<file path="src/rtl/sw_rx_pkg.sv">
package sw_rx_pkg;

  typedef enum logic [1:0] {
    RX_IDLE = 2'd0,
    RX_GAP  = 2'd1,
    RX_BIT  = 2'd2,
    RX_STOP = 2'd3
  } rx_state_e;

endpackage

</file>
<file path="src/rtl/sw_rx_sync.sv">
// Synchronizer chain for the asynchronous line plus falling-edge detector.
module sw_rx_sync #(
  parameter int STAGES    = 2,
  parameter bit RESET_LVL = 1'b1
) (
  input  logic clk,
  input  logic rst_n,
  input  logic line_i,
  output logic level_o,
  output logic fall_o
);

  logic [STAGES:0] chain_q;

  always_ff @(posedge clk or negedge rst_n) begin
    if (!rst_n) chain_q[0] <= RESET_LVL;
    else        chain_q[0] <= line_i;
  end

  for (genvar g = 1; g <= STAGES; g++) begin : g_stage
    always_ff @(posedge clk or negedge rst_n) begin
      if (!rst_n) chain_q[g] <= RESET_LVL;
      else        chain_q[g] <= chain_q[g-1];
    end
  end

  assign level_o = chain_q[STAGES-1];
  assign fall_o  = chain_q[STAGES] & ~chain_q[STAGES-1];

endmodule

</file>
<file path="src/rtl/sw_rx_count.sv">
// Up counter with synchronous clear taking priority over enable.
module sw_rx_count #(
  parameter int W = 4
) (
  input  logic         clk,
  input  logic         rst_n,
  input  logic         clr_i,
  input  logic         en_i,
  output logic [W-1:0] cnt_o
);

  logic [W-1:0] cnt_d;

  always_comb begin
    cnt_d = cnt_o;
    if (clr_i)     cnt_d = '0;
    else if (en_i) cnt_d = cnt_o + W'(1);
  end

  always_ff @(posedge clk or negedge rst_n) begin
    if (!rst_n) cnt_o <= '0;
    else        cnt_o <= cnt_d;
  end

endmodule

</file>
<file path="src/rtl/sw_rx_shift.sv">
// MSB-first assembly register and output holding register.
module sw_rx_shift #(
  parameter int N = 32
) (
  input  logic         clk,
  input  logic         rst_n,
  input  logic         shift_en_i,
  input  logic         bit_i,
  input  logic         load_i,
  output logic [N-1:0] word_o
);

  logic [N-1:0] acc_q, acc_d;
  logic [N-1:0] word_d;

  always_comb begin
    acc_d  = acc_q;
    word_d = word_o;
    if (shift_en_i) acc_d  = {acc_q[N-2:0], bit_i};
    if (load_i)     word_d = acc_q;
  end

  always_ff @(posedge clk or negedge rst_n) begin
    if (!rst_n) begin
      acc_q  <= '0;
      word_o <= '0;
    end else begin
      acc_q  <= acc_d;
      word_o <= word_d;
    end
  end

endmodule

</file>
<file path="src/rtl/sw_bit_receiver.sv">
module sw_bit_receiver
  import sw_rx_pkg::*;
#(
  parameter int DATA_BITS   = 32,
  parameter int SAMPLE_AT   = 5,
  parameter int TIMEOUT_CYC = 64,
  parameter int SYNC_STAGES = 2
) (
  input  logic                 clk,
  input  logic                 rst_n,
  input  logic                 line_i,
  input  logic                 arm_i,
  output logic [DATA_BITS-1:0] word_o,
  output logic                 valid_o,
  output logic                 timeout_o
);

  localparam int PH_W  = $clog2(SAMPLE_AT + 1);
  localparam int BIT_W = $clog2(DATA_BITS + 1);
  localparam int TO_W  = $clog2(TIMEOUT_CYC);
  localparam logic [PH_W-1:0]  PH_LAST  = PH_W'(SAMPLE_AT);
  localparam logic [BIT_W-1:0] BIT_LAST = BIT_W'(DATA_BITS - 1);
  localparam logic [TO_W-1:0]  TO_LAST  = TO_W'(TIMEOUT_CYC - 1);

  // reset: asserted asynchronously, released on the clock
  logic [1:0] rst_sync_q;
  logic       rst_int_n;

  always_ff @(posedge clk or negedge rst_n) begin
    if (!rst_n) rst_sync_q <= 2'b00;
    else        rst_sync_q <= {rst_sync_q[0], 1'b1};
  end
  assign rst_int_n = rst_sync_q[1];

  // line conditioning
  logic line_lvl, line_fall;

  sw_rx_sync #(.STAGES(SYNC_STAGES), .RESET_LVL(1'b1)) u_sync (
    .clk     (clk),
    .rst_n   (rst_int_n),
    .line_i  (line_i),
    .level_o (line_lvl),
    .fall_o  (line_fall)
  );

  // counters: phase inside a bit, bits taken, idle-wait length
  logic             ph_clr, ph_en, bc_clr, bc_en, to_clr, to_en;
  logic [PH_W-1:0]  ph_cnt;
  logic [BIT_W-1:0] bit_cnt;
  logic [TO_W-1:0]  to_cnt;

  sw_rx_count #(.W(PH_W)) u_phase (
    .clk(clk), .rst_n(rst_int_n), .clr_i(ph_clr), .en_i(ph_en), .cnt_o(ph_cnt)
  );
  sw_rx_count #(.W(BIT_W)) u_bits (
    .clk(clk), .rst_n(rst_int_n), .clr_i(bc_clr), .en_i(bc_en), .cnt_o(bit_cnt)
  );
  sw_rx_count #(.W(TO_W)) u_wait (
    .clk(clk), .rst_n(rst_int_n), .clr_i(to_clr), .en_i(to_en), .cnt_o(to_cnt)
  );

  // data path
  logic shift_en, load_word;

  sw_rx_shift #(.N(DATA_BITS)) u_shift (
    .clk        (clk),
    .rst_n      (rst_int_n),
    .shift_en_i (shift_en),
    .bit_i      (line_lvl),
    .load_i     (load_word),
    .word_o     (word_o)
  );

  // control
  rx_state_e state_q, state_d;
  logic      valid_d, timeout_d;

  always_comb begin
    state_d   = state_q;
    ph_clr    = 1'b0;
    ph_en     = 1'b0;
    bc_clr    = 1'b0;
    bc_en     = 1'b0;
    to_clr    = 1'b0;
    to_en     = 1'b0;
    shift_en  = 1'b0;
    load_word = 1'b0;
    valid_d   = 1'b0;
    timeout_d = 1'b0;
    unique case (state_q)
      RX_IDLE: begin
        ph_clr = 1'b1;
        to_clr = 1'b1;
        if (arm_i) begin
          bc_clr  = 1'b1;
          state_d = RX_GAP;
        end
      end
      RX_GAP: begin
        if (line_fall) begin
          ph_clr  = 1'b1;
          to_clr  = 1'b1;
          state_d = RX_BIT;
        end else if (to_cnt == TO_LAST) begin
          timeout_d = 1'b1;
          state_d   = RX_IDLE;
        end else begin
          to_en = 1'b1;
        end
      end
      RX_BIT: begin
        // edges are not looked at until the sample has been taken
        if (ph_cnt == PH_LAST) begin
          shift_en = 1'b1;
          bc_en    = 1'b1;
          to_clr   = 1'b1;
          state_d  = (bit_cnt == BIT_LAST) ? RX_STOP : RX_GAP;
        end else begin
          ph_en = 1'b1;
        end
      end
      RX_STOP: begin
        if (line_fall) begin
          load_word = 1'b1;
          valid_d   = 1'b1;
          state_d   = RX_IDLE;
        end else if (to_cnt == TO_LAST) begin
          timeout_d = 1'b1;
          state_d   = RX_IDLE;
        end else begin
          to_en = 1'b1;
        end
      end
      default: state_d = RX_IDLE;
    endcase
  end

  always_ff @(posedge clk or negedge rst_int_n) begin
    if (!rst_int_n) begin
      state_q   <= RX_IDLE;
      valid_o   <= 1'b0;
      timeout_o <= 1'b0;
    end else begin
      state_q   <= state_d;
      valid_o   <= valid_d;
      timeout_o <= timeout_d;
    end
  end

endmodule

</file>
<file path="config.mk">
export PLATFORM = sky130hd
export DESIGN_NAME = sw_bit_receiver
export DESIGN_NICKNAME = d
export VERILOG_FILES = /design/src/rtl/sw_rx_pkg.sv /design/src/rtl/sw_rx_sync.sv /design/src/rtl/sw_rx_count.sv /design/src/rtl/sw_rx_shift.sv /design/src/rtl/sw_bit_receiver.sv
export SDC_FILE = /design/constraint.sdc
export NUM_CORES = 1
export LEC_CHECK = 0
export BUFFER_PORTS_ARGS = -buffer_cell sky130_fd_sc_hd__buf_2
export CAP_MARGIN = 20
export CORE_AREA = 4 4 84 86
export DETAILED_ROUTE_END_ITERATION = 10
export DIE_AREA = 0 0 88 90
export PLACE_DENSITY = 0.73
export SETUP_SLACK_MARGIN = 0.05
export SLEW_MARGIN = 10
export SYNTH_ARGS = -nofsm -noshare
export SYNTH_HDL_FRONTEND = slang
export SYNTH_SLANG_ARGS = --single-unit
</file>
<file path="constraint.sdc">
create_clock -name clk -period 4.8 [get_ports clk]
set_input_delay 0.96 -clock clk [delete_from_list [all_inputs] [get_ports clk]]
set_output_delay 0.96 -clock clk [all_outputs]
set_load 0.05 [all_outputs]
</file>
-- Word-level counts from Yosys, hierarchy flattened
Cells that the tools add are included.
- register bits: 88
- logic and storage cells: 60
- input port bits: 4
- output and inout port bits: 34
- reductions and logical operators: 6
- equal/unequal tests: 8
- $add $sub $neg: 3
- mux-type cells: 29
- bitwise logic cells: 2
- operators by type and width (kind ; count):
    $mux 6 ; 4
    $mux 1 ; 14
    $add 6x1->6 const B ; 2
    $mux 2 ; 6
    $pmux 2 s4 ; 1
    $eq 6x5->1 const B ; 1
    $eq 6x6->1 const B ; 1
    $mux 3 ; 2
    $reduce_bool 2->1 ; 3
    $eq 2x2->1 const B ; 2
    $ne 2x2->1 const B ; 2
    $add 3x1->3 const B ; 1
    $eq 3x3->1 const B ; 1
    $pmux 1 s3 ; 1
    $eq 2x1->1 const B ; 1
    $logic_not 2->1 ; 1
    $pmux 1 s2 ; 1
    $reduce_and 2->1 ; 1
    $reduce_or 2->1 ; 1
    $and 1x1->1 ; 1
    $not 1->1 ; 1

-- Logic depth before layout (Yosys ltp)
- depth in word-level cells: 6
- gate-level depth with buffers: 7

-- Cells and area by module
A second synthesis with hierarchy kept.
- cell total of the unflattened synthesis: 228
- area total of the unflattened synthesis: 3756.1 sq um
- by module, submodules not included (module ; instances ; area each (sq um) ; cells each):
    sw_rx_shift ; 1 ; 2690.1 ; 136
    sw_rx_count (u_bits ...) ; 2 ; 269.0 ; 24
    sw_bit_receiver ; 1 ; 299.0 ; 29
    sw_rx_count (u_phase) ; 1 ; 136.4 ; 11
    sw_rx_sync ; 1 ; 92.6 ; 4

-- Least setup slack after synthesis
No wires, ideal clock.
- kind: input-to-reg
- start point: input port arm_i
- end point: register u_bits.cnt_o[1]
- cell stages on the path: 3
- buffers on the path: 0
- arrival: 1.596 ns
- slack: 3.083 ns
- library setup time: 0.121 ns
- required time: 4.679 ns
- cells stage by stage: nor3b_1 nor2_1 a22o_1
- word-level cells in the longest chain between the ends: 3
- RTL lines (element ; RTL line ; source):
    start, declared ; sw_bit_receiver.sv:12 ; input logic arm_i,
    $mux 1 * ; sw_bit_receiver.sv:94 ; if (arm_i) begin
    $mux 1 * ; sw_bit_receiver.sv:90 ; unique case (state_q)
    $mux 6 / $reduce_bool 2->1 (equally long branches) ; - ;
    end signal, assigned ; sw_rx_count.sv:22 ; else cnt_o <= cnt_d;
    end, declared ; sw_rx_count.sv:9 ; output logic [W-1:0] cnt_o
Mark *: on every way between the ends. The rest lies on a longest branch, timed or not.
A chain may end at the register's enable or synchronous reset.

-- Worst setup path in the final report
- start point: register u_sync.chain_q[2]
- end point: register u_shift.word_o[13]
- word-level cells in the longest chain between the ends: 3
- RTL lines (element ; RTL line ; source):
    start, declared ; sw_rx_sync.sv:13 ; logic [STAGES:0] chain_q;
    start signal, assigned by index ; sw_rx_sync.sv:23 ; else chain_q[g] <= chain_q[g-1];
    $and 1x1->1 ; sw_rx_sync.sv:28 ; assign fall_o = chain_q[STAGES] & ~chain_q[STAGES-1];
    $mux 1 ; sw_bit_receiver.sv:123 ; if (line_fall) begin
    $mux 1 ; sw_bit_receiver.sv:90 ;
    end signal, assigned ; sw_rx_shift.sv:29 ; word_o <= word_d;
    end, declared ; sw_rx_shift.sv:10 ; output logic [N-1:0] word_o
No other way between the ends.

==> impl_metrics.toml <==
[detailed_routing]
drtPass1Iterations = 6
ant_nets = 0
drc = 0
wl_per_cell_um = 13.8
vias = 2256
wirelength_um = 5960
drtIter0Drc = 120
vias_per_cell = 5.25

[min_path]
hold_path_class = "reg2async"

[finish]
design_area_mm2 = 0.00394
fillerInstances = 498
seq_area_mm2 = 0.00221
multi_input_area_mm2 = 0.00121
nets = 356
syn_to_final_growth_pct = 12.9
n_antenna_cell = 0
stdcell_count = 430
drive_above_1_share_pct = 28.0

[worst_setup_path]
crit_path_top_delay_cell = "nand3_2"
start_kind = "flop"
path_class = "reg2reg"
timing.rr.start = "u_sync.chain_q[2]"
cp-end-kind = "flop"
r2r.worst_path.cells = 3
worstPathMaxFanout = 33
crit_family = "simple AND/OR/NAND/NOR gates"
r2r-end = "u_shift.word_o[13]"
cp_cell_sequence = "nor2b_4 > nand3_2 > mux2_2"
cp_data_required_time_ns = 5.03
ff2ff_setup_slack_ns = 2.76
crit_buf_inv = 0
critical_path_arrival_ns = 2.27
max_stage_delay_ns = 0.66

[yosys]
seq_area_frac_synth_pct = 63.2
async_flop_share_pct = 100
yosysTopAreaCell = "dfrtp_1"
synth_common_cells = "105 x nand2_1, 85 x dfrtp_1, 33 x mux2_2, 8 x nor2_1, 7 x o21ai_0"
ys_seq_elements = 88
synth.cell_area_mm2 = 0.00349
syn-num-nets = 317
ys.flop_type = "dfrtp_1"
synth_most_common_cell = "nand2_1"
synth-edff-count = 0
synth_area_leaders = "dfrtp_1 61%, nand2_1 11%, mux2_2 11%"
synth_cells = 309
synth_top_area_share_pct = 60.9
syn_area_per_cell_um2 = 11.3
synth.distinct_cells = 42
yosys_warnings = 0

[clock_tree]
worstSkewPairLatency_ns = 0.36
cts_resized = 0
clkSlewWorstSetupHoldPaths_ns = 0.09
cts_buffer_depth = 2
root_buffer = "clkbuf_8"
cts.sink_count = 88
cts_hold_buffers = 0
cts_tree = "done"
cts_setup_buffers = 0
cts_inserted_buffers = 9
cts_max_level = 3

[sta]
fin_crit_sh_pct = 42.6
hold_viol = 0
worst_slew_pin_slew_ns = 0.840
relSlewSlack_pct = 44.0
fin_setup_tns_ns = 0
max_freq_mhz = 489
finalSetupViolations = 0
slew_viol_final = 0
clock_skew_ns = 0.0140
layout_setup_ws_ns = 2.76
rsz0062_at_grt = "no"
fin_crit_ns = 2.04

[run]
cap_viol_max_count = 0

[floorplanning]
rows = 29
die_w_um = 88
core_mm2 = 0.00628
io_pins = 38
start_util_pct = 55.6
dieHeight_um = 90
die-area_mm2 = 0.00792

[global_route]
grt_pass1_vias = 2196
antenna_found_initial = 0
grt_pass1_wl_um = 10100
grt_max_degree = 87
grt_overflow = 0
grt_usage_pct = 16.1

[placed_design]
port_buffers = 37
placed_cells = 413
gp_congestion = 0.812
pre_cts_ws_ns = 2.70
dp_hpwl_um = 3780
placed_area_mm2 = 0.00374

[power]
finalPower_mw = 1.43
p_leak_nw = 2.14
ir_drop_v = 0.000272
powerDensity_mw_per_mm2 = 363

[run_status]
status = "completed"
==> metal layers <==
metal | global-route usage [%] | part of all wire [%]
met3 | 5.58 | 4.5
met1 | 21.3 | 48
met4 | 5.37 | 1.2
met5 | 0 | 0
met2 | 24.7 | 47
==> worst max path at each step <==
| stage | from | cells past startpoint | slack (ns) | endpoint |
|---|---|---|---|---|
| after floorplan | rst_sync_q[1] | 0 | 2.17 | state_q[0] |
| after global placement | u_sync.chain_q[2] | 3 | 2.78 | u_shift.word_o[22] |
| after detailed placement | u_sync.chain_q[2] | 3 | 2.70 | u_shift.word_o[13] |
| after CTS | u_sync.chain_q[2] | 3 | 2.68 | u_shift.word_o[13] |
| after global routing | u_sync.chain_q[2] | 3 | 2.62 | u_shift.word_o[13] |
| final | u_sync.chain_q[2] | 3 | 2.76 | u_shift.word_o[13] |
==> worst reg2reg max path, delay by kind of cell, from the launching register on <==
kind | cells | cell delay, ns
flops | 1 | 0.52
mux | 1 | 0.56
simple gates | 2 | 0.85
==> state kept, by name (all words and copies together) (netlist names) <==
register,cells
u_phase.cnt_o,3
u_wait.cnt_o,6
u_sync.level_o,1
rst_sync_q,2
timeout_o,1
valid_o,1
u_bits.cnt_o,6
state_q,2
u_sync.chain_q,2
u_shift.word_o,32
u_shift.acc_q,32
==> cell usage in the layout, fill, tap and decap left out, drive strengths merged, types with 4 or more instances in the layout <==
cell and instances:
clkbuf 10, nor3 5, mux2 33, nor2 9
buf 40, o21ai 7, inv 8, nand2 105
dfrtp 85, ha 4, a21oi 7, nand3 5
==> logic make-up (layout without fill, tap and decap cells) <==
group,count (synthesis),count (layout),synth area share [%]
muxes,33,33,10.6
AOI/OAI and AO/OA,24,24,4.44
and+or+nand+nor,139,139,17.2
xor gates and xnor gates,3,3,0.753
buffers and inverters,17,61,2.26
other,1,1,0.107
DFF,88,88,63.2
adders and majority gates,4,4,1.43
==> cell type report <==
| type | instances | area share, % |
|---|---|---|
| Clock buffer | 10 | 3.24 |
| Inverter | 5 | 0.476 |
| Clock inverter | 6 | 1.27 |
| Timing Repair Buffer | 40 | 5.78 |
| Tap cell | 77 | 2.44 |
| Multi-Input combinational cell | 204 | 30.8 |
| Sequential cell | 88 | 56.0 |
==> per-stage QoR <==
stage | hold slack (ns) | utilization, %
after floorplan | 0.331 | -
after global placement | 0.336 | 59.5
after detailed placement | 0.343 | 59.5
after CTS | 0.360 | 62.4
after global routing | 0.273 | 62.8
final | 0.247 | 62.8
==> where the power goes <==
part | total (mW) | internal, mW | switching [mW]
Clock | 0.463 | 0.195 | 0.269
Combinational | 0.157 | 0.0621 | 0.0949
Sequential | 0.810 | 0.768 | 0.0418
(Power assumes the default switching activity.)
